==> config.mk <==
export PLATFORM = sky130hd
export DESIGN_NAME = conv3_encoder
export DESIGN_NICKNAME = d
export VERILOG_FILES = /design/src/rtl/conv3_pkg.sv /design/src/rtl/conv3_trellis.sv /design/src/rtl/conv3_flush_ctrl.sv /design/src/rtl/conv3_encoder.sv
export SDC_FILE = /design/constraint.sdc
export NUM_CORES = 1
export LEC_CHECK = 0
export ABC_AREA = 1
export BUFFER_PORTS_ARGS = -buffer_cell sky130_fd_sc_hd__buf_2
export CAP_MARGIN = 20
export CORE_AREA = 2 2 39 41
export DETAILED_ROUTE_END_ITERATION = 12
export DIE_AREA = 0 0 41 43
export HOLD_SLACK_MARGIN = 0.03
export PLACE_DENSITY = 0.54
export RECOVER_POWER = 25
export SKIP_CTS_REPAIR_TIMING = 1
export SLEW_MARGIN = 20
export SYNTH_ARGS = -nofsm -noshare
export SYNTH_HDL_FRONTEND = slang
export SYNTH_SLANG_ARGS = --single-unit
==> constraint.sdc <==
create_clock -name clk -period 1.7 [get_ports clk]
set_input_delay 0.255 -clock clk [delete_from_list [all_inputs] [get_ports clk]]
set_output_delay 0.255 -clock clk [all_outputs]
set_load 0.03 [all_outputs]
==> src/rtl/conv3_pkg.sv <==
package conv3_pkg;

    localparam int MEM_BITS = 2;
    localparam int NUM_OUT  = 3;
    localparam int TAP_W    = MEM_BITS + 1;

    // Tap vector order is {input, newest, oldest}; index NUM_OUT-1 is the first symbol bit.
    localparam logic [NUM_OUT-1:0][TAP_W-1:0] GEN_TAPS = {3'b110, 3'b111, 3'b101};

    typedef enum logic [1:0] {
        PH_STREAM = 2'd0,
        PH_TAIL2  = 2'd1,
        PH_TAIL1  = 2'd2
    } phase_e;

endpackage

==> src/rtl/conv3_trellis.sv <==
module conv3_trellis
    import conv3_pkg::*;
(
    input  logic [MEM_BITS-1:0] cur_state,
    input  logic                in_bit,
    output logic [NUM_OUT-1:0]  sym_next,
    output logic [MEM_BITS-1:0] state_next
);

    logic [TAP_W-1:0] taps;
    assign taps = {in_bit, cur_state};

    for (genvar j = 0; j < NUM_OUT; j++) begin : g_out
        assign sym_next[j] = ^(GEN_TAPS[j] & taps);
    end

    assign state_next = {in_bit, cur_state[MEM_BITS-1:1]};

endmodule

==> src/rtl/conv3_flush_ctrl.sv <==
module conv3_flush_ctrl
    import conv3_pkg::*;
(
    input  logic   clk,
    input  logic   rst,
    input  logic   in_valid,
    input  logic   in_bit,
    input  logic   term_req,
    output logic   enc_valid,
    output logic   enc_bit,
    output phase_e phase
);

    phase_e phase_q, phase_d;

    always_ff @(posedge clk) begin
        if (rst) phase_q <= PH_STREAM;
        else     phase_q <= phase_d;
    end

    always_comb begin
        phase_d   = phase_q;
        enc_valid = 1'b0;
        enc_bit   = 1'b0;
        unique case (phase_q)
            PH_STREAM: begin
                enc_valid = in_valid | term_req;
                enc_bit   = in_valid & in_bit;
                if (term_req) phase_d = in_valid ? PH_TAIL2 : PH_TAIL1;
            end
            PH_TAIL2: begin
                enc_valid = 1'b1;
                phase_d   = PH_TAIL1;
            end
            PH_TAIL1: begin
                enc_valid = 1'b1;
                phase_d   = PH_STREAM;
            end
            default: phase_d = PH_STREAM;
        endcase
    end

    assign phase = phase_q;

    assert_tail_order_R10: assert property (@(posedge clk) disable iff (rst)
        (phase_q == PH_TAIL2) |=> (phase_q == PH_TAIL1));

    assert_tail_exit_R7: assert property (@(posedge clk) disable iff (rst)
        (phase_q == PH_TAIL1) |=> (phase_q == PH_STREAM));

endmodule

==> src/rtl/conv3_encoder.sv <==
module conv3_encoder
    import conv3_pkg::*;
(
    input  logic                clk,
    input  logic                rst,
    input  logic                in_bit,
    input  logic                in_valid,
    input  logic                term_req,
    output logic [NUM_OUT-1:0]  sym_out,
    output logic                sym_valid,
    output logic [MEM_BITS-1:0] state_out
);

    logic                enc_valid;
    logic                enc_bit;
    phase_e              phase;
    logic [NUM_OUT-1:0]  sym_next;
    logic [MEM_BITS-1:0] state_next;
    logic [MEM_BITS-1:0] state_q;
    logic [NUM_OUT-1:0]  sym_q;
    logic                valid_q;

    conv3_flush_ctrl u_ctrl (
        .clk       (clk),
        .rst       (rst),
        .in_valid  (in_valid),
        .in_bit    (in_bit),
        .term_req  (term_req),
        .enc_valid (enc_valid),
        .enc_bit   (enc_bit),
        .phase     (phase)
    );

    conv3_trellis u_trellis (
        .cur_state  (state_q),
        .in_bit     (enc_bit),
        .sym_next   (sym_next),
        .state_next (state_next)
    );

    always_ff @(posedge clk) begin
        if (rst) begin
            state_q <= '0;
            sym_q   <= '0;
            valid_q <= 1'b0;
        end else begin
            valid_q <= enc_valid;
            if (enc_valid) begin
                state_q <= state_next;
                sym_q   <= sym_next;
            end
        end
    end

    assign sym_out   = sym_q;
    assign sym_valid = valid_q;
    assign state_out = state_q;

    assert_flush_zero_R7: assert property (@(posedge clk) disable iff (rst)
        (phase == PH_TAIL1) |=> (state_q == '0 && valid_q));

    assert_hold_idle_R5: assert property (@(posedge clk) disable iff (rst)
        (!enc_valid) |=> ($stable(state_q) && !valid_q));

    assert_shift_R5: assert property (@(posedge clk) disable iff (rst)
        enc_valid |=> (state_q[MEM_BITS-1] == $past(enc_bit)
                       && state_q[0] == $past(state_q[1])));

    assert_strobe_R6: assert property (@(posedge clk) disable iff (rst)
        enc_valid |=> valid_q);

    assert_parity_R3: assert property (@(posedge clk) disable iff (rst)
        valid_q |-> (sym_q[1] == (sym_q[2] ^ sym_q[0] ^ state_q[1])));

endmodule

==> run_results.csv <==
group,metric,value,unit
logic_synthesis,ys_warn_count,0,
global_routing,grt_max_degree,10,
clock_tree,clock_path_buffers,2,
logic_synthesis,yosys-top-cells-count,"nand2_1, inv_1, nor2_1",
drt,routed_wl,786,µm
cells_and_area,drive_above_1_share,0.1625,
pwr,seqPwrFrac,0.428,
setup_path,worstSetupPathType,"reg -> reg",
logic_synthesis,synth-compound-area-share,0.06647,
cells_and_area,antennaDiodeCount,0,
logic_synthesis,yosysMostFrequentCell,"nand2_1",
status,outcome,"finished clean",
global_routing,grt_usage,0.1136,
sta,setup_viol,0,
floorplan,ios,11,
logic_synthesis,yosys-top-cells-area,"dfxtp_1, nand2_1, inv_1",
floorplan,rows,14,
drt,drt_iter0_drc,10,
sta,slew_headroom,0.7609,
logic_synthesis,ys_seq_elements,8,
pwr,p_comb_frac,0.295,
flow_run,cap_violations,0,
global_routing,overflow,0,
clock_tree,cts_tree,"done",
drt,num_vias,418,
clock_tree,cts_buffers,3,
drt,vias_per_cell,4.354,
sta,finalCritPeriodShare,0.7818,
logic_synthesis,synth_cell_types,12,
setup_path,end_kind,"flip-flop",
drt,ant_nets,0,
cells_and_area,fin_area,521.8,µm²
drt,drtPass1Iterations,3,
floorplan,die_w,41,µm
cells_and_area,final_util,0.3770,
floorplan,start_util,0.3128,
logic_synthesis,synth_area,432.9,µm²
floorplan,dieArea,1763,µm²
pwr,p_clk_frac,0.277,
clock_tree,clockRootBuffer,"clkbuf_4",
logic_synthesis,synth_top_cell_area_share,0.3699,
sta,whs,224.6,ps
logic_synthesis,async_flop_share,0,
setup_path,crit_fanout,9,
sta,finalClockSkew,1.573,ps
logic_synthesis,synth_top_family_by_area,"simple AND/OR/NAND/NOR gates",
pwr,leakage,0.2677,nW
hold_path,hp-class,"in -> reg",
clock_tree,clk_pin_slew_worst_paths,50,ps
logic_synthesis,avgSynthCellArea,6.461,µm²
pwr,p_sw,0.1795,mW
logic_synthesis,synth_edf_count,0,
logic_synthesis,yosysTopAreaCell,"dfxtp_1",
pwr,peakVddDrop,0.4156,mV
global_routing,grt_pass1_vias,347,
logic_synthesis,synth_simple_gate_area_frac,0.3728,
sta,slew_viol_final,0,
logic_synthesis,muxShareOfSynthArea,0,
setup_path,startpoint_type,"flip-flop",
setup_path,worst_path_max_delay_cell,"dfxtp_1",
drt,route.detailed.drc,0,
clock_tree,clock_sinks,8,
placed_design,postPlaceCellArea,503.0,µm²
sta,timing_worst_slew_pin_value,360.2,ps
sta,rsz0062_at_grt,"no",
logic_synthesis,synth_nets,75,
global_routing,antenna_found_initial,0,
pwr,power.internal,0.3372,mW
logic_synthesis,synthCells,67,
logic_synthesis,yosys_most_used_dff,"dfxtp_1",
sta,finalHoldViolCount,0,
floorplan,die_h,43,µm
sta,fmax,752.4,MHz
cells_and_area,finalNetCount,90,
setup_path,cp.arrival,1480,ps
drt,routedWlPerCell,8.188,µm
placed_design,place.port_buffers,10,
logic_synthesis,synth_xor_area_frac,0,
pwr,p_per_area,990.3,nW/µm²
logic_synthesis,synthAdderAreaFrac,0.08671,
setup_path,crit_path_cell_trace,"inv_1, ha_1, inv_1, nand3_1, nand2_2, nand2_1, nand2_1, nor2_1",
floorplan,core,1384,µm²
sta,finalCriticalPeriod,1329,ps
cells_and_area,area_growth,20.52,%
setup_path,worst-endpoint-required,1850,ps
placed_design,place_congestion,0.7687,
clock_tree,h-tree-depth,1,
setup_path,critPathMaxStageDelay,350,ps
clock_tree,clock_latency,250,ps
sta,setup_tns,0,ps
logic_synthesis,yosysSeqAreaShare,0.3699,
global_routing,grt_pass1_wl,1311,µm
placed_design,dp_hpwl,610.1,µm
pwr,p_sw_frac,0.3474,
power by group through the flow:
stage / sequential [mW] / combinational [mW] / clock [mW]
6_report: 0.221 / 0.152 / 0.143
5_1_grt: 0.225 / 0.177 / 0.157
4_1_cts: 0.221 / 0.157 / 0.149
3_5_place_dp: 0.225 / 0.156 / 0
3_3_place_gp: 0.225 / 0.157 / 0
2_1_floorplan: 0.259 / 0.0838 / 0
critical path, delay by kind of cell, from the launching register on:
family,cells,cell delay (ps)
and+or+nand+nor,5,480
DFF,1,350
adders and majority gates,1,280
buffers and inverters,2,120
routing by layer:
metal  wire [µm]  global-route usage  part of all wire
met4          12              0.1000             0.015
met3          31             0.03141             0.039
met5           0                   0                 0
met2         341              0.1406              0.43
met1         401              0.1516              0.51
flip-flops by register name, indices dropped and copies added, names as in the netlist:
register	flops
u_ctrl.phase	2
sym_valid	1
state_out	2
sym_out	3
placed cells by master, fill, tap and decap left out, types with 2 or more instances in the layout:
master,netlist,routed
ha_1,3,3
a21oi_1,3,3
nor2_1,9,9
clkbuf_1,0,3
nand3_1,6,6
nand2_1,21,21
buf_2,0,7
inv_1,11,11
clkbuf_4,0,3
or2_1,2,2
dfxtp_1,8,8
final cells by class:
type | instances | area [µm²]
fill | 159 | 862.1
multi-input combinational | 47 | 227.7
sequential | 8 | 160.2
timing repair buffer | 10 | 46.29
inverter | 12 | 45.04
clock buffer | 3 | 22.52
tap | 16 | 20.02
kinds of logic after synthesis:
kind of cell,after synthesis
buffers and inverters,12
adder cells (fa/ha/maj),3
flip-flops,8
AND/OR/NAND/NOR,39
AO/OA/AOI/OAI,5
worst paths after layout:
kind | slack (ps) | to | from | cells past startpoint
min reg2reg | 510 | sym_out[0] | sym_out[0] | 4
max | 370 | sym_out[1] | u_ctrl.phase[0] | 8
max reg2reg | 370 | sym_out[1] | u_ctrl.phase[0] | 8
min | 220 | u_ctrl.phase[0] | rst | 2
stage by stage:
| step | power [mW] | cells | setup WS, ps |
|---|---|---|---|
| 2_1_floorplan | 0.3425 | 67 | 486.5 |
| 3_3_place_gp | 0.3820 | 93 | 345.3 |
| 3_5_place_dp | 0.3810 | 93 | 367.8 |
| 4_1_cts | 0.5274 | 96 | 361.1 |
| 5_1_grt | 0.5584 | 96 | 207.7 |
| 6_report | 0.5167 | 96 | 370.9 |
Power figures use the tool's default switching activity.
